$ cat src/rtl/flash_ctrl_pkg.sv
package flash_ctrl_pkg;

  typedef enum logic [1:0] {
    RM_ARRAY  = 2'd0,
    RM_STATUS = 2'd1,
    RM_IDENT  = 2'd2
  } rmode_e;

  typedef enum logic [1:0] {
    PD_NONE  = 2'd0,
    PD_PROG  = 2'd1,
    PD_ERASE = 2'd2,
    PD_LOCK  = 2'd3
  } pend_e;

  localparam logic [7:0] OP_READ_ARRAY   = 8'hFF;
  localparam logic [7:0] OP_READ_STATUS  = 8'h70;
  localparam logic [7:0] OP_CLEAR_STATUS = 8'h50;
  localparam logic [7:0] OP_READ_ID      = 8'h90;
  localparam logic [7:0] OP_PROG_SETUP   = 8'h40;
  localparam logic [7:0] OP_PROG_ALT     = 8'h10;
  localparam logic [7:0] OP_ERASE_SETUP  = 8'h20;
  localparam logic [7:0] OP_LOCK_SETUP   = 8'h60;
  localparam logic [7:0] OP_LOCK_SET     = 8'h01;
  localparam logic [7:0] OP_CONFIRM      = 8'hD0;
  localparam logic [7:0] OP_SUSPEND      = 8'hB0;

  localparam int SB_READY = 7;
  localparam int SB_ESUS  = 6;
  localparam int SB_EERR  = 5;
  localparam int SB_WERR  = 4;
  localparam int SB_VERR  = 3;
  localparam int SB_WSUS  = 2;
  localparam int SB_LERR  = 1;

endpackage

$ cat src/rtl/flash_bus_capture.sv
module flash_bus_capture #(
  parameter int ADDR_W = 5
) (
  input  logic              clk,
  input  logic              rst_n,
  input  logic              we_n,
  input  logic [ADDR_W-1:0] wr_addr,
  input  logic [7:0]        wr_data,
  output logic              cmd_stb,
  output logic [ADDR_W-1:0] cmd_addr,
  output logic [7:0]        cmd_data
);

  logic we_q;

  always_ff @(posedge clk or negedge rst_n) begin
    if (!rst_n) begin
      we_q     <= 1'b1;
      cmd_stb  <= 1'b0;
      cmd_addr <= '0;
      cmd_data <= '0;
    end else begin
      we_q    <= we_n;
      cmd_stb <= !we_q && we_n;
      if (!we_q && we_n) begin
        cmd_addr <= wr_addr;
        cmd_data <= wr_data;
      end
    end
  end

  // a command strobe only follows a low-then-high strobe sequence
  a_r2_rising_edge: assert property (@(posedge clk) disable iff (!rst_n)
    cmd_stb |-> ($past(we_n) && !$past(we_n, 2)));

endmodule

$ cat src/rtl/flash_cell_array.sv
module flash_cell_array #(
  parameter int BLK_W = 2,
  parameter int OFS_W = 3
) (
  input  logic                   clk,
  input  logic                   rst_n,
  input  logic                   vpp_ok,
  input  logic                   prog_go,
  input  logic [BLK_W+OFS_W-1:0] prog_addr,
  input  logic [7:0]             prog_data,
  input  logic                   erase_go,
  input  logic [BLK_W-1:0]       erase_blk,
  input  logic                   lock_set_go,
  input  logic                   lock_clr_go,
  input  logic [BLK_W-1:0]       lock_blk,
  input  logic [BLK_W+OFS_W-1:0] rd_addr,
  output logic [7:0]             rd_byte,
  output logic [(1<<BLK_W)-1:0]  lock_vec
);

  localparam int ADDR_W = BLK_W + OFS_W;
  localparam int DEPTH  = 1 << ADDR_W;
  localparam int NBLK   = 1 << BLK_W;

  logic [7:0]      mem [DEPTH];
  logic [NBLK-1:0] lock_q;

  always_ff @(posedge clk) begin
    for (int i = 0; i < DEPTH; i++) begin
      if (erase_go && (BLK_W'(i >> OFS_W) == erase_blk)) begin
        mem[i] <= 8'hFF;
      end else if (prog_go && (ADDR_W'(i) == prog_addr)) begin
        mem[i] <= mem[i] & prog_data;
      end
    end
  end

  always_ff @(posedge clk) begin
    for (int j = 0; j < NBLK; j++) begin
      if (lock_clr_go) begin
        lock_q[j] <= 1'b0;
      end else if (lock_set_go && (BLK_W'(j) == lock_blk)) begin
        lock_q[j] <= 1'b1;
      end
    end
  end

  assign rd_byte  = mem[rd_addr];
  assign lock_vec = lock_q;

  // nothing is committed without a valid program voltage
  a_r8_commit_needs_vpp: assert property (@(posedge clk) disable iff (!rst_n)
    (prog_go || erase_go || lock_set_go || lock_clr_go) |-> vpp_ok);

  // locked blocks never receive a write or erase commit
  a_r13_prog_unlocked: assert property (@(posedge clk) disable iff (!rst_n)
    prog_go |-> !lock_q[prog_addr[ADDR_W-1:OFS_W]]);
  a_r13_erase_unlocked: assert property (@(posedge clk) disable iff (!rst_n)
    erase_go |-> !lock_q[erase_blk]);

endmodule

$ cat src/rtl/flash_cmd_fsm.sv
module flash_cmd_fsm
  import flash_ctrl_pkg::*;
#(
  parameter int BLK_W     = 2,
  parameter int OFS_W     = 3,
  parameter int PROG_CYC  = 6,
  parameter int ERASE_CYC = 12,
  parameter int LOCK_CYC  = 3
) (
  input  logic                   clk,
  input  logic                   rst_n,
  input  logic                   vpp_ok,
  input  logic                   cmd_stb,
  input  logic [BLK_W+OFS_W-1:0] cmd_addr,
  input  logic [7:0]             cmd_data,
  input  logic [(1<<BLK_W)-1:0]  lock_vec,
  output rmode_e                 rmode,
  output logic [7:0]             status,
  output logic                   busy,
  output logic                   prog_go,
  output logic [BLK_W+OFS_W-1:0] prog_addr,
  output logic [7:0]             prog_data,
  output logic                   erase_go,
  output logic [BLK_W-1:0]       erase_blk,
  output logic                   lock_set_go,
  output logic                   lock_clr_go,
  output logic [BLK_W-1:0]       lock_blk
);

  localparam int ADDR_W = BLK_W + OFS_W;
  localparam int MAXPE  = (PROG_CYC > ERASE_CYC) ? PROG_CYC : ERASE_CYC;
  localparam int MAXC   = (MAXPE > LOCK_CYC) ? MAXPE : LOCK_CYC;
  localparam int CNT_W  = $clog2(MAXC + 1);

  localparam logic [7:0] M_EERR = 8'(1 << SB_EERR);
  localparam logic [7:0] M_WERR = 8'(1 << SB_WERR);
  localparam logic [7:0] M_VERR = 8'(1 << SB_VERR);
  localparam logic [7:0] M_LERR = 8'(1 << SB_LERR);

  pend_e             pend_q, pend_d;
  rmode_e            rmode_q, rmode_d;
  logic              e_act_q, e_act_d, e_sus_q, e_sus_d;
  logic [BLK_W-1:0]  e_blk_q, e_blk_d;
  logic [CNT_W-1:0]  e_cnt_q, e_cnt_d;
  logic              p_act_q, p_act_d, p_sus_q, p_sus_d;
  logic [ADDR_W-1:0] p_addr_q, p_addr_d;
  logic [7:0]        p_data_q, p_data_d;
  logic [CNT_W-1:0]  p_cnt_q, p_cnt_d;
  logic              l_act_q, l_act_d, l_set_q, l_set_d;
  logic [BLK_W-1:0]  l_blk_q, l_blk_d;
  logic [CNT_W-1:0]  l_cnt_q, l_cnt_d;
  logic [7:0]        err_q, err_d, err_set;
  logic              err_clr;
  logic              e_run, p_run;
  logic [BLK_W-1:0]  cblk;

  assign e_run = e_act_q && !e_sus_q;
  assign p_run = p_act_q && !p_sus_q;
  assign busy  = e_run || p_run || l_act_q;
  assign cblk  = cmd_addr[ADDR_W-1:OFS_W];

  always_comb begin
    pend_d = pend_q;   rmode_d = rmode_q;
    e_act_d = e_act_q; e_sus_d = e_sus_q; e_blk_d = e_blk_q; e_cnt_d = e_cnt_q;
    p_act_d = p_act_q; p_sus_d = p_sus_q; p_addr_d = p_addr_q;
    p_data_d = p_data_q; p_cnt_d = p_cnt_q;
    l_act_d = l_act_q; l_set_d = l_set_q; l_blk_d = l_blk_q; l_cnt_d = l_cnt_q;
    err_set = '0; err_clr = 1'b0;
    prog_go = 1'b0; erase_go = 1'b0; lock_set_go = 1'b0; lock_clr_go = 1'b0;

    // operation timers and commit
    if (p_run) begin
      if (p_cnt_q == '0) begin
        p_act_d = 1'b0;
        if (vpp_ok) prog_go = 1'b1;
        else        err_set = err_set | M_WERR | M_VERR;
      end else begin
        p_cnt_d = p_cnt_q - 1'b1;
      end
    end
    if (e_run) begin
      if (e_cnt_q == '0) begin
        e_act_d = 1'b0;
        if (vpp_ok) erase_go = 1'b1;
        else        err_set = err_set | M_EERR | M_VERR;
      end else begin
        e_cnt_d = e_cnt_q - 1'b1;
      end
    end
    if (l_act_q) begin
      if (l_cnt_q == '0) begin
        l_act_d = 1'b0;
        if (!vpp_ok)      err_set = err_set | M_VERR | (l_set_q ? M_WERR : M_EERR);
        else if (l_set_q) lock_set_go = 1'b1;
        else              lock_clr_go = 1'b1;
      end else begin
        l_cnt_d = l_cnt_q - 1'b1;
      end
    end

    // command decode
    if (cmd_stb) begin
      if (pend_q != PD_NONE) begin
        pend_d  = PD_NONE;
        rmode_d = RM_STATUS;
        case (pend_q)
          PD_PROG: begin
            if (lock_vec[cblk])                err_set = err_set | M_WERR | M_LERR;
            else if (!vpp_ok)                  err_set = err_set | M_WERR | M_VERR;
            else if (e_act_q && cblk == e_blk_q) err_set = err_set | M_WERR;
            else begin
              p_act_d = 1'b1; p_sus_d = 1'b0;
              p_addr_d = cmd_addr; p_data_d = cmd_data;
              p_cnt_d = CNT_W'(PROG_CYC - 1);
            end
          end
          PD_ERASE: begin
            if (cmd_data != OP_CONFIRM)  err_set = err_set | M_EERR | M_WERR;
            else if (lock_vec[cblk])     err_set = err_set | M_EERR | M_LERR;
            else if (!vpp_ok)            err_set = err_set | M_EERR | M_VERR;
            else begin
              e_act_d = 1'b1; e_sus_d = 1'b0; e_blk_d = cblk;
              e_cnt_d = CNT_W'(ERASE_CYC - 1);
            end
          end
          PD_LOCK: begin
            if (cmd_data == OP_LOCK_SET || cmd_data == OP_CONFIRM) begin
              if (!vpp_ok) begin
                err_set = err_set | M_VERR |
                          ((cmd_data == OP_LOCK_SET) ? M_WERR : M_EERR);
              end else begin
                l_act_d = 1'b1; l_set_d = (cmd_data == OP_LOCK_SET);
                l_blk_d = cblk; l_cnt_d = CNT_W'(LOCK_CYC - 1);
              end
            end else begin
              err_set = err_set | M_EERR | M_WERR;
            end
          end
          default: ;
        endcase
      end else if (busy) begin
        if (cmd_data == OP_SUSPEND) begin
          if (p_run && !e_act_q && p_cnt_q != '0) begin
            p_sus_d = 1'b1; rmode_d = RM_STATUS;
          end else if (e_run && e_cnt_q != '0) begin
            e_sus_d = 1'b1; rmode_d = RM_STATUS;
          end
        end
      end else begin
        case (cmd_data)
          OP_READ_ARRAY:   rmode_d = RM_ARRAY;
          OP_READ_STATUS:  rmode_d = RM_STATUS;
          OP_READ_ID:      rmode_d = RM_IDENT;
          OP_CLEAR_STATUS: err_clr = 1'b1;
          OP_PROG_SETUP, OP_PROG_ALT: begin
            if (!p_sus_q) begin pend_d = PD_PROG; rmode_d = RM_STATUS; end
          end
          OP_ERASE_SETUP: begin
            if (!p_sus_q && !e_sus_q) begin pend_d = PD_ERASE; rmode_d = RM_STATUS; end
          end
          OP_LOCK_SETUP: begin
            if (!p_sus_q && !e_sus_q) begin pend_d = PD_LOCK; rmode_d = RM_STATUS; end
          end
          OP_CONFIRM: begin
            if (p_sus_q)      begin p_sus_d = 1'b0; rmode_d = RM_STATUS; end
            else if (e_sus_q) begin e_sus_d = 1'b0; rmode_d = RM_STATUS; end
          end
          default: ;
        endcase
      end
    end

    err_d = (err_clr ? 8'h00 : err_q) | err_set;
  end

  always_ff @(posedge clk or negedge rst_n) begin
    if (!rst_n) begin
      pend_q <= PD_NONE; rmode_q <= RM_ARRAY;
      e_act_q <= 1'b0; e_sus_q <= 1'b0; e_blk_q <= '0; e_cnt_q <= '0;
      p_act_q <= 1'b0; p_sus_q <= 1'b0; p_addr_q <= '0; p_data_q <= '0; p_cnt_q <= '0;
      l_act_q <= 1'b0; l_set_q <= 1'b0; l_blk_q <= '0; l_cnt_q <= '0;
      err_q <= '0;
    end else begin
      pend_q <= pend_d; rmode_q <= rmode_d;
      e_act_q <= e_act_d; e_sus_q <= e_sus_d; e_blk_q <= e_blk_d; e_cnt_q <= e_cnt_d;
      p_act_q <= p_act_d; p_sus_q <= p_sus_d; p_addr_q <= p_addr_d;
      p_data_q <= p_data_d; p_cnt_q <= p_cnt_d;
      l_act_q <= l_act_d; l_set_q <= l_set_d; l_blk_q <= l_blk_d; l_cnt_q <= l_cnt_d;
      err_q <= err_d;
    end
  end

  assign rmode     = rmode_q;
  assign status    = {~busy, e_sus_q, err_q[SB_EERR], err_q[SB_WERR],
                      err_q[SB_VERR], p_sus_q, err_q[SB_LERR], 1'b0};
  assign prog_addr = p_addr_q;
  assign prog_data = p_data_q;
  assign erase_blk = e_blk_q;
  assign lock_blk  = l_blk_q;

  // operations start only right after their setup cycle
  a_r3_prog_after_setup: assert property (@(posedge clk) disable iff (!rst_n)
    $rose(p_act_q) |-> ($past(pend_q) == PD_PROG));
  a_r3_erase_after_setup: assert property (@(posedge clk) disable iff (!rst_n)
    $rose(e_act_q) |-> ($past(pend_q) == PD_ERASE));

  // ready drops as soon as an erase starts
  a_r4_busy_on_erase: assert property (@(posedge clk) disable iff (!rst_n)
    $rose(e_act_q) |-> busy);

  // a write nested in a suspended erase targets another block
  a_r6_nested_other_blk: assert property (@(posedge clk) disable iff (!rst_n)
    (p_act_q && e_sus_q) |-> (p_addr_q[ADDR_W-1:OFS_W] != e_blk_q));

  // a suspended write admits no new operation or setup
  a_r7_wsus_quiet: assert property (@(posedge clk) disable iff (!rst_n)
    p_sus_q |-> (pend_q == PD_NONE && !l_act_q && !e_act_q));

  // error bits fall only after a clear-status command
  a_r10_err_sticky: assert property (@(posedge clk) disable iff (!rst_n)
    (($past(err_q) & ~err_q) != 8'h00) |->
      ($past(cmd_stb) && $past(cmd_data) == OP_CLEAR_STATUS));

  // a bad erase confirm flags both error bits and selects status mode
  a_r11_bad_confirm: assert property (@(posedge clk) disable iff (!rst_n)
    (cmd_stb && pend_q == PD_ERASE && cmd_data != OP_CONFIRM) |=>
      (err_q[SB_EERR] && err_q[SB_WERR] && rmode_q == RM_STATUS));

endmodule

$ cat src/rtl/flash_ctrl_top.sv
module flash_ctrl_top
  import flash_ctrl_pkg::*;
#(
  parameter int         BLK_W     = 2,
  parameter int         OFS_W     = 3,
  parameter int         PROG_CYC  = 6,
  parameter int         ERASE_CYC = 12,
  parameter int         LOCK_CYC  = 3,
  parameter logic [7:0] MFR_ID    = 8'h3E,
  parameter logic [7:0] DEV_ID    = 8'hA7,
  localparam int        ADDR_W    = BLK_W + OFS_W
) (
  input  logic              clk,
  input  logic              rst_n,
  input  logic              vpp_ok,
  input  logic              we_n,
  input  logic [ADDR_W-1:0] wr_addr,
  input  logic [7:0]        wr_data,
  input  logic              rd_req,
  input  logic [ADDR_W-1:0] rd_addr,
  output logic              rd_valid,
  output logic [7:0]        rd_data,
  output logic              ready
);

  localparam int NBLK = 1 << BLK_W;

  logic              cmd_stb;
  logic [ADDR_W-1:0] cmd_addr;
  logic [7:0]        cmd_data;
  rmode_e            rmode;
  logic [7:0]        status;
  logic              busy;
  logic              prog_go, erase_go, lock_set_go, lock_clr_go;
  logic [ADDR_W-1:0] prog_addr;
  logic [7:0]        prog_data;
  logic [BLK_W-1:0]  erase_blk, lock_blk;
  logic [NBLK-1:0]   lock_vec;
  logic [7:0]        cell_byte, id_byte, rd_mux;

  flash_bus_capture #(.ADDR_W(ADDR_W)) u_capture (
    .clk(clk), .rst_n(rst_n), .we_n(we_n), .wr_addr(wr_addr), .wr_data(wr_data),
    .cmd_stb(cmd_stb), .cmd_addr(cmd_addr), .cmd_data(cmd_data)
  );

  flash_cmd_fsm #(
    .BLK_W(BLK_W), .OFS_W(OFS_W), .PROG_CYC(PROG_CYC),
    .ERASE_CYC(ERASE_CYC), .LOCK_CYC(LOCK_CYC)
  ) u_fsm (
    .clk(clk), .rst_n(rst_n), .vpp_ok(vpp_ok),
    .cmd_stb(cmd_stb), .cmd_addr(cmd_addr), .cmd_data(cmd_data),
    .lock_vec(lock_vec), .rmode(rmode), .status(status), .busy(busy),
    .prog_go(prog_go), .prog_addr(prog_addr), .prog_data(prog_data),
    .erase_go(erase_go), .erase_blk(erase_blk),
    .lock_set_go(lock_set_go), .lock_clr_go(lock_clr_go), .lock_blk(lock_blk)
  );

  flash_cell_array #(.BLK_W(BLK_W), .OFS_W(OFS_W)) u_cells (
    .clk(clk), .rst_n(rst_n), .vpp_ok(vpp_ok),
    .prog_go(prog_go), .prog_addr(prog_addr), .prog_data(prog_data),
    .erase_go(erase_go), .erase_blk(erase_blk),
    .lock_set_go(lock_set_go), .lock_clr_go(lock_clr_go), .lock_blk(lock_blk),
    .rd_addr(rd_addr), .rd_byte(cell_byte), .lock_vec(lock_vec)
  );

  always_comb begin
    case (rd_addr[OFS_W-1:0])
      OFS_W'(0): id_byte = MFR_ID;
      OFS_W'(1): id_byte = DEV_ID;
      OFS_W'(2): id_byte = {7'b0, lock_vec[rd_addr[ADDR_W-1:OFS_W]]};
      default:   id_byte = 8'h00;
    endcase
    case (rmode)
      RM_ARRAY: rd_mux = cell_byte;
      RM_IDENT: rd_mux = id_byte;
      default:  rd_mux = status;
    endcase
  end

  always_ff @(posedge clk or negedge rst_n) begin
    if (!rst_n) begin
      rd_valid <= 1'b0;
      rd_data  <= '0;
    end else begin
      rd_valid <= rd_req;
      if (rd_req) rd_data <= rd_mux;
    end
  end

  assign ready = ~busy;

  // every read request yields a valid result exactly one cycle later
  a_r1_read_latency: assert property (@(posedge clk) disable iff (!rst_n)
    rd_req |=> rd_valid);

endmodule

$ cat config.mk
export PLATFORM = sky130hd
export DESIGN_NAME = flash_ctrl_top
export DESIGN_NICKNAME = d
export VERILOG_FILES = /design/src/rtl/flash_ctrl_pkg.sv /design/src/rtl/flash_bus_capture.sv /design/src/rtl/flash_cell_array.sv /design/src/rtl/flash_cmd_fsm.sv /design/src/rtl/flash_ctrl_top.sv
export SDC_FILE = /design/constraint.sdc
export NUM_CORES = 1
export LEC_CHECK = 0
export ABC_CLOCK_PERIOD_IN_PS = 5500
export CAP_MARGIN = 20
export CORE_ASPECT_RATIO = 1.5
export CORE_MARGIN = 2
export CORE_UTILIZATION = 32
export CTS_CLUSTER_SIZE = 20
export DETAILED_ROUTE_END_ITERATION = 10
export HOLD_SLACK_MARGIN = 0.15
export SYNTH_ARGS = -nofsm -noshare
export SYNTH_HDL_FRONTEND = slang
export SYNTH_HIERARCHICAL = 1
export SYNTH_SLANG_ARGS = --single-unit
$ cat constraint.sdc
create_clock -name clk -period 5.5 [get_ports clk]
set_clock_uncertainty 0.2 [all_clocks]
set_input_delay 1.65 -clock clk [delete_from_list [all_inputs] [get_ports clk]]
set_output_delay 1.65 -clock clk [all_outputs]
set_load 0.01 [all_outputs]
==> impl_metrics.json, run 1 <==
{
  "status": "finished, final reports clean",
  "arrival_ns": 2.44,
  "hold_viol_final": 0,
  "synth_cells": 1256,
  "synth_xor_area_share_pct": 0.329,
  "p_total_mw": 5.83,
  "max_freq_mhz": 233,
  "fin_crit_sh_pct": 78.0,
  "slew_viol_final": 0,
  "final_cell_count_no_fill": 1990,
  "cts_setup_buffers": 0,
  "final_common_cell": "nand2_1",
  "cts-htree-levels": 1,
  "intPower_mw": 4.19,
  "start_kind": "flop",
  "crit_path_max_incr_delay_ns": 0.57,
  "vias": 10461,
  "setup_slack_ns": 1.21,
  "postRouteAntennaNets": 0,
  "grt_overflow": 0,
  "viasPerCell": 5.26,
  "dr.pass1.iters": 5,
  "hold_depth": 2,
  "tightest_slew_ns": 1.11,
  "path_class": "reg2out",
  "dieArea_um2": 51800,
  "place_congestion": 0.821,
  "stdcell_area_um2": 18200,
  "seqPwrFrac_pct": 50.0,
  "switching_share_pct": 28.1,
  "ys_async_sr_fraction_pct": 20.5,
  "ys_types": 71,
  "clk_latency_ns": 0.57,
  "worstHoldStart": "u_cells/lock_vec[1]",
  "initial_core_util_pct": 32.3,
  "min_to": "u_cells/lock_vec[1]",
  "ios": 33,
  "wire_per_inst_um": 20.1,
  "period_needed_ns": 4.29,
  "grt_usage_pct": 15.5,
  "yosys.area_share.adder_pct": 0.313,
  "final_util_pct": 36.7,
  "cts_hold_buffers": 0,
  "setup_viol": 0,
  "fill_cells": 4854,
  "synthFlopType": "edfxtp_1",
  "synthMuxAreaShare_pct": 14.4,
  "fin_nets": 1331,
  "clkPwrFrac_pct": 34.4,
  "die_h_um": 278,
  "crit_path_end_kind": "output port",
  "cp_max_fo": 9,
  "clk_path_buf_depth": 3,
  "drt_drc_violations_left": 0,
  "tritoncts": "yes",
  "syn_to_final_growth_pct": 13.6,
  "totalWireLength_mm": 40.0,
  "num_rows": 100,
  "netlist_area_um2": 16000,
  "die_x_um": 186,
  "maxCapViolations": 0,
  "synth_edf_count": 256,
  "yosys.area_share.simple_pct": 13.9,
  "n_antenna_cell": 0,
  "placed_cells": 1930,
  "worstPathCellList": "nor2b_1 > or3_1 > inv_1 > clkdlybuf4s50_1",
  "fin_setup_tns_ns": 0,
  "antenna_found_initial": 0,
  "ys_warn_count": 6,
  "relSlewSlack_pct": 25.4,
  "numCtsBuffers": 30,
  "clk_pin_slew_ns": 0.07,
  "grt_setup_unrepaired": "false",
  "hp-class": "reg2reg",
  "yosysSeqAreaShare_pct": 59.1,
  "synth_top_family_by_area": "multiplexers",
  "pwr-share-comb_pct": 15.6,
  "dp_hpwl_mm": 28.1,
  "hold_slack_ns": 0.312,
  "cts-root-buf": "clkbuf_16",
  "netlist_top_cells_area": "edfxtp_1 (48%), mux4_2 (12%), dfrtp_1 (10%)",
  "drive_above_1_share_pct": 18.2,
  "cts_resized": 0,
  "ys_ff_latch": 327,
  "synth_compound_area_share_pct": 9.06,
  "p_leak_nw": 6.28,
  "grt_pass1_wl_mm": 62.9,
  "cp.required_ns": 3.65,
  "grt_pass1_vias": 10785,
  "rrSetupSlack_ns": 1.64,
  "drt_iter0_drc": 653,
  "placed_area_um2": 17200,
  "mostFrequentLayoutCells": "nand2_1 (346), edfxtp_1 (256), a21o_1 (104), mux4_2 (82), dfrtp_1 (66)",
  "syn_nets": 1283,
  "timing.rr.start": "u_fsm/p_cnt_q[0]",
  "ff2ff_path_depth": 9,
  "core_um2": 49500,
  "yosysTopAreaCell": "edfxtp_1",
  "port_buffers": 32,
  "cp_slowest_cell": "dfrtp_1",
  "syn_area_per_cell_um2": 12.7,
  "switching_power_mw": 1.64,
  "clock-sinks": 327,
  "ir_drop_uv": 250,
  "r2r-end": "u_cells/mem[8][1]",
  "p_per_area_nw_per_um2": 321,
  "grt_max_degree": 44,
  "netlist.area_leader.share_pct": 48.1,
  "post-place-ws_ns": 0.716
}
==> power by group through the flow <==
stage                     combinational (mW)  clock (mW)  sequential [mW]
after floorplan                        0.633           0             2.89
final                                  0.911        2.01             2.92
after detailed placement               0.913           0             2.97
after global routing                   0.997        2.15             2.93
after global placement                 0.901           0             2.96
after CTS                              0.917        2.07             2.92
==> cells in the mapped netlist, types with 6 or more instances <==
| cell type | instances |
|---|---|
| a21o_1 | 104 |
| a21oi_1 | 18 |
| buf_2 | 10 |
| buf_4 | 10 |
| clkbuf_1 | 54 |
| dfrtp_1 | 66 |
| edfxtp_1 | 256 |
| inv_1 | 15 |
| mux2_2 | 27 |
| mux2_4 | 9 |
| mux4_2 | 82 |
| nand2_1 | 346 |
| nand2b_1 | 12 |
| nand3_1 | 11 |
| nand3b_1 | 6 |
| nand4_1 | 6 |
| nor2_1 | 33 |
| nor3_1 | 24 |
| o21ai_0 | 45 |
| or3_1 | 10 |
==> sequential cells by signal, indices dropped and copies added, names as in the netlist, 4 cells and up <==
name                cells
u_fsm/prog_data         8
u_fsm/l_cnt_q           4
u_fsm/err_q             4
u_fsm/e_cnt_q           4
rd_data                 8
u_capture/cmd_addr      5
u_cells/lock_vec        4
u_fsm/prog_addr         5
u_cells/mem           256
u_fsm/p_cnt_q           4
u_capture/cmd_data      8
==> per-layer routing <==
metal	GRT usage (%)	part of all wire [%]	up-vias
met5	0	0	-
met4	7.22	4.2	0
met3	1.78	4.2	73
met2	29.0	53	285
met1	17.5	38	5354
li1	-	-	4749
==> area by class of cell <==
type	instances	area [um2]	area share (%)
Tap cell	663	830	4.57
Clock buffer	37	798	4.40
Multi-Input combinational cell	833	6080	33.5
Inverter	15	56.3	0.310
Timing Repair Buffer	97	823	4.53
Clock inverter	18	126	0.696
Sequential cell	327	9450	52.0
==> cells by family after synthesis <==
family                     after synthesis
buffers and inverters                   96
AOI/OAI and AO/OA                      209
adders and majority gates                4
other                                    1
and+or+nand+nor                        493
xor gates and xnor gates                 6
DFF                                    327
muxes                                  120
==> worst max-delay path, delay by kind of cell (launching register included) <==
family,cells,cell delay (ns)
AND/OR/NAND/NOR,2,0.69
flip-flops,1,0.57
buffers and inverters,2,0.62
==> worst max-delay path by stage <==
stage,from,to,slack (ns)
finish,u_fsm/p_sus_q,ready,1.21
detailed placement,vpp_ok,u_cells/mem[8][0],0.72
floorplan,rd_addr[1],rd_data[1],1.56
global placement,vpp_ok,u_cells/mem[8][4],0.76
global route,u_fsm/p_sus_q,ready,1.13
CTS,u_fsm/p_sus_q,ready,1.18
Note: power is estimated with default switching activity, not from simulation.
==> run 2, diff against run 1 <==
Settings changed: ABC_CLOCK_PERIOD_IN_PS 5500 to 3900.
Clock period 5.5 ns to 3.9 ns, I/O delays scaled along.
==> run 2 against run 1 <==
Final cell count is 0.50% higher. Sequential power grew 43%. Register-to-register slack got worse by 1.4 ns. Flip-flop and latch count unchanged. Combinational power is 41% higher. Total power increased by 47%. First-iteration DRC count is 32% higher. Sequential share of layout area shrank 0.75 points. Critical path depth stayed put. Largest power group unchanged. Clock-buffer cell count grew 5. Highest routed layer unchanged. Largest cell class unchanged. Setup slack worse by 1.1 ns.
==> impl_metrics.json, run 2 (same netlist as run 1, synthesis figures left out) <==
{
  "status": "finished, final reports clean",
  "port_buffers": 32,
  "die_x_um": 186,
  "die_h_um": 278,
  "largest_reg_flops": 256,
  "fin_crit_sh_pct": 96.0,
  "slew_viol_final": 0,
  "clock-sinks": 327,
  "clk_pin_slew_ns": 0.07,
  "ir_drop_uv": 386,
  "hold_slack_ns": 0.296,
  "maxCapViolations": 0,
  "rrSetupSlack_ns": 0.24,
  "syn_to_final_growth_pct": 15.3,
  "grt_max_degree": 41,
  "grt_pass1_vias": 10831,
  "period_needed_ns": 3.74,
  "final_common_cell": "nand2_1",
  "r2r-end": "u_cells/mem[21][1]",
  "tightest_slew_ns": 0.888,
  "setup_viol": 0,
  "viasPerCell": 5.32,
  "cts-root-buf": "clkbuf_16",
  "max_freq_mhz": 267,
  "grt_pass1_wl_mm": 65.4,
  "totalWireLength_mm": 42.1,
  "timing.rr.start": "u_fsm/p_cnt_q[0]",
  "cp_max_fo": 8,
  "ios": 33,
  "p_leak_nw": 6.37,
  "drt_iter0_drc": 860,
  "start_kind": "flop",
  "vias": 10644,
  "largest-register": "u_cells/mem",
  "p_per_area_nw_per_um2": 465,
  "hold_depth": 2,
  "final_cell_count_no_fill": 2000,
  "cts-htree-levels": 1,
  "post-place-ws_ns": -0.0880,
  "fill_cells": 4779,
  "dp_hpwl_mm": 29.6,
  "tritoncts": "yes",
  "place_congestion": 0.877,
  "arrival_ns": 2.37,
  "dieArea_um2": 51800,
  "crit_path_end_kind": "output port",
  "cp.required_ns": 2.53,
  "path_class": "reg2out",
  "mostFrequentLayoutCells": "nand2_1 (346), edfxtp_1 (256), a21o_1 (104), mux4_2 (82), buf_4 (71)",
  "num_rows": 100,
  "min_to": "u_fsm/err_q[1]",
  "drive_above_1_share_pct": 20.0,
  "grt_overflow": 0,
  "numCtsBuffers": 30,
  "clk_latency_ns": 0.57,
  "fin_nets": 1340,
  "initial_core_util_pct": 32.3,
  "setup_slack_ns": 0.157,
  "postRouteAntennaNets": 0,
  "wire_per_inst_um": 21.1,
  "hp-class": "reg2reg",
  "worstHoldStart": "u_fsm/err_q[1]",
  "fin_setup_tns_ns": 0,
  "dr.pass1.iters": 5,
  "drt_drc_violations_left": 0,
  "grt_usage_pct": 16.1,
  "grt_setup_unrepaired": "false",
  "antenna_found_initial": 0,
  "ff2ff_path_depth": 9,
  "core_um2": 49500,
  "n_antenna_cell": 0,
  "relSlewSlack_pct": 40.3,
  "placed_cells": 1944,
  "clk_path_buf_depth": 3,
  "hold_viol_final": 0
}
==> run 2: changes by cell type in the layout (fill, tap and decap cells not counted), moves of 3 or more <==
cell,previous run,this run
nor3_2,1,7
clkinv_2,4,1
nor3_1,24,18
clkbuf_8,0,4
buf_2,6,1
clkbuf_16,31,34
buf_4,59,71
clkinv_1,11,5
==> run 2: area by class of cell <==
cell class                      count  area [um2]  share of cell area, %
Sequential cell                   327        9450                   51.3
Clock inverter                     14         134                  0.727
Timing Repair Buffer              106         928                   5.04
Inverter                           15        56.3                  0.306
Clock buffer                       42         921                   5.00
Tap cell                          663         830                   4.50
Multi-Input combinational cell    833        6110                   33.2
==> run 2: metal layers <==
layer	up-vias	wire length [um]	track usage [%]
li1	4766	-	-
met1	5421	16100	18.5
met2	365	22200	29.7
met3	92	2000	2.10
met4	0	1870	7.57
met5	-	0	0
==> run 2: worst max-delay path by stage <==
stage | start | end | cells past startpoint
final | u_fsm/e_sus_q | ready | 4
after detailed placement | rd_addr[2] | rd_data[6] | 7
after global placement | rd_addr[2] | rd_data[6] | 7
after floorplan | rd_addr[1] | rd_data[1] | 8
after global routing | u_fsm/p_cnt_q[0] | u_cells/mem[21][3] | 9
after CTS | u_fsm/p_cnt_q[0] | u_cells/mem[6][2] | 10
==> run 2: through the flow <==
stage	total power, mW	utilization (%)	cell area (um2)
floorplan	4.97	-	16000
global placement	5.50	35.0	17300
detailed placement	5.53	35.0	17300
CTS	8.64	37.1	18400
global route	8.91	37.2	18400
finish	8.57	37.2	18400
==> run 2: critical path, stage by stage, from the launching register on <==
cell             delay [ns]
dfrtp_1                0.54
nor2b_1                0.15
or3_1                  0.50
inv_1                  0.09
clkdlybuf4s50_1        0.53
==> run 2: power by group <==
group | total (mW) | internal (mW) | switching [mW]
registers | 4.18 | 3.88 | 0.303
logic | 1.28 | 0.476 | 0.807
clock network | 3.11 | 1.78 | 1.32
total | 8.57 | 6.14 | 2.43
==> run 2: timing repair <==
| item | CTS | global route |
|---|---|---|
| resized for setup | 0 | 6 |
| hold buffers | 0 | 0 |
| endpoints found under the hold margin | 0 | 0 |
| buffers inserted | 0 | 0 |
| setup endpoints to repair | 0 | 26 |
==> run 3, diff against run 2 <==
Settings changed: CORE_MARGIN 2 to 5.
==> run 3 against run 2 <==
Fmax increased by 0.98%. First-iteration DRC count decreased by 4.2%. Critical path type unchanged. Total power fell by 1.6%. Die area increased by 5.4%. Clock-buffer cell count fell by 2. Critical path depth unchanged. Sequential power about the same. Register-to-register slack hardly changed. Design area is 0.90% lower.
==> impl_metrics.json, run 3 (same netlist as run 1, synthesis figures left out) <==
{
  "timing.rr.start": "u_fsm/p_cnt_q[0]",
  "p_leak_nw": 6.30,
  "largest-register": "u_cells/mem",
  "final_common_cell": "nand2_1",
  "ir_drop_uv": 334,
  "fin_crit_sh_pct": 95.0,
  "p_total_mw": 8.43,
  "hold_viol_final": 0,
  "grt_max_degree": 68,
  "grt_overflow": 0,
  "viasPerCell": 5.27,
  "initial_core_util_pct": 32.3,
  "fill_cells": 4824,
  "cp_max_fo": 9,
  "dr.pass1.iters": 5,
  "status": "finished, final reports clean",
  "crit_path_end_kind": "output port",
  "setup_slack_ns": 0.193,
  "dp_hpwl_mm": 29.3,
  "grt_usage_pct": 14.7,
  "seqCellArea_um2": 9450,
  "mostFrequentLayoutCells": "nand2_1 (346), edfxtp_1 (256), a21o_1 (104), mux4_2 (82), dfrtp_1 (64)",
  "grt_setup_unrepaired": "true",
  "vias": 10463,
  "maxCapViolations": 0,
  "cts-htree-levels": 1,
  "hp-class": "reg2reg",
  "drt_iter0_drc": 824,
  "grt_pass1_vias": 10685,
  "relSlewSlack_pct": 25.1,
  "rrSetupSlack_ns": 0.24,
  "period_needed_ns": 3.71,
  "r2r-end": "u_cells/mem[27][2]",
  "path_class": "reg2out",
  "post-place-ws_ns": -0.156,
  "numCtsBuffers": 29,
  "core_um2": 49500,
  "cts-root-buf": "clkbuf_16",
  "totalWireLength_mm": 41.0,
  "ios": 33,
  "clk_pin_slew_ns": 0.07,
  "start_kind": "flop",
  "die_h_um": 284,
  "dieArea_um2": 54600,
  "port_buffers": 32,
  "p_per_area_nw_per_um2": 462,
  "max_freq_mhz": 270,
  "tightest_slew_ns": 1.12,
  "num_rows": 100,
  "cts_setup_buffers": 0,
  "clock-sinks": 327,
  "wire_per_inst_um": 20.6,
  "slew_viol_final": 0,
  "fin_nets": 1329,
  "n_antenna_cell": 0,
  "min_to": "u_fsm/err_q[1]",
  "tritoncts": "yes",
  "final_cell_count_no_fill": 1987,
  "arrival_ns": 2.34,
  "setup_viol": 0,
  "placed_cells": 1934,
  "drt_drc_violations_left": 0,
  "worstHoldStart": "u_fsm/err_q[1]",
  "hold_slack_ns": 0.293,
  "largest_reg_flops": 256,
  "grt_pass1_wl_mm": 63.2,
  "drive_above_1_share_pct": 19.1,
  "place_congestion": 0.837,
  "clk_path_buf_depth": 3,
  "die_x_um": 192,
  "ff2ff_path_depth": 9,
  "cp.required_ns": 2.53,
  "hold_depth": 2,
  "postRouteAntennaNets": 0,
  "clk_latency_ns": 0.56,
  "multi_input_area_um2": 6090,
  "antenna_found_initial": 0,
  "syn_to_final_growth_pct": 14.3
}
-- run 3: cell types whose count changed in the layout (fill, tap and decap cells not counted), sizes merged --
cell and delta:
clkinvlp -3, inv +1, bufinv +2, clkinv -1, buf -10, clkbuf -2
-- run 3: routing by layer --
layer  up-vias  track usage (%)  share of wire (%)
met5         -                0                  0
met4         0             6.19                4.3
met3        82             1.58                4.6
met2       333             27.2                 53
met1      5306             17.1                 38
li1       4742                -                  -
-- run 3: final cells by class --
| class | count | share of cell area, % |
|---|---|---|
| Clock inverter | 13 | 0.911 |
| Multi-Input combinational cell | 833 | 33.4 |
| Sequential cell | 327 | 51.7 |
| Inverter | 15 | 0.308 |
| Timing Repair Buffer | 96 | 4.62 |
| Tap cell | 663 | 4.54 |
| Clock buffer | 40 | 4.53 |
-- run 3: critical path: stages (launching register included) --
cell,delay [ns]
dfrtp_1,0.52
nor2b_1,0.19
or3_1,0.47
inv_1,0.09
clkdlybuf4s50_1,0.53
-- run 3: how the worst max path moves through the flow --
stage | endpoint | from | slack (ns) | cells after the start
2_1_floorplan | rd_data[1] | rd_addr[1] | 0.44 | 8
3_3_place_gp | rd_data[6] | rd_addr[2] | -0.11 | 7
3_5_place_dp | rd_data[6] | rd_addr[2] | -0.16 | 7
4_1_cts | ready | u_fsm/p_sus_q | 0.18 | 4
5_1_grt | u_cells/mem[28][2] | u_fsm/p_cnt_q[0] | -0.03 | 9
6_report | ready | u_fsm/p_sus_q | 0.19 | 4
-- run 3: metrics by stage --
| stage | instance area (um2) | utilization [%] | setup TNS, ns |
|---|---|---|---|
| floorplan | 16000 | - | 0 |
| global placement | 17300 | 34.8 | -0.196 |
| detailed placement | 17300 | 34.8 | -0.252 |
| CTS | 18300 | 36.8 | 0 |
| global route | 18300 | 36.9 | -0.187 |
| finish | 18300 | 36.9 | 0 |
-- run 3: power breakdown --
part | internal (mW) | total [mW] | switching (mW)
sequential | 3.88 | 4.21 | 0.339
clock | 1.74 | 3.00 | 1.26
combinational | 0.469 | 1.22 | 0.750
-- run 3: what timing repair did --
action                                  CTS  global route
hold buffers                              0             0
hold endpoints to repair                  0             0
resized for setup                         0             2
endpoints found under the setup margin    0            13
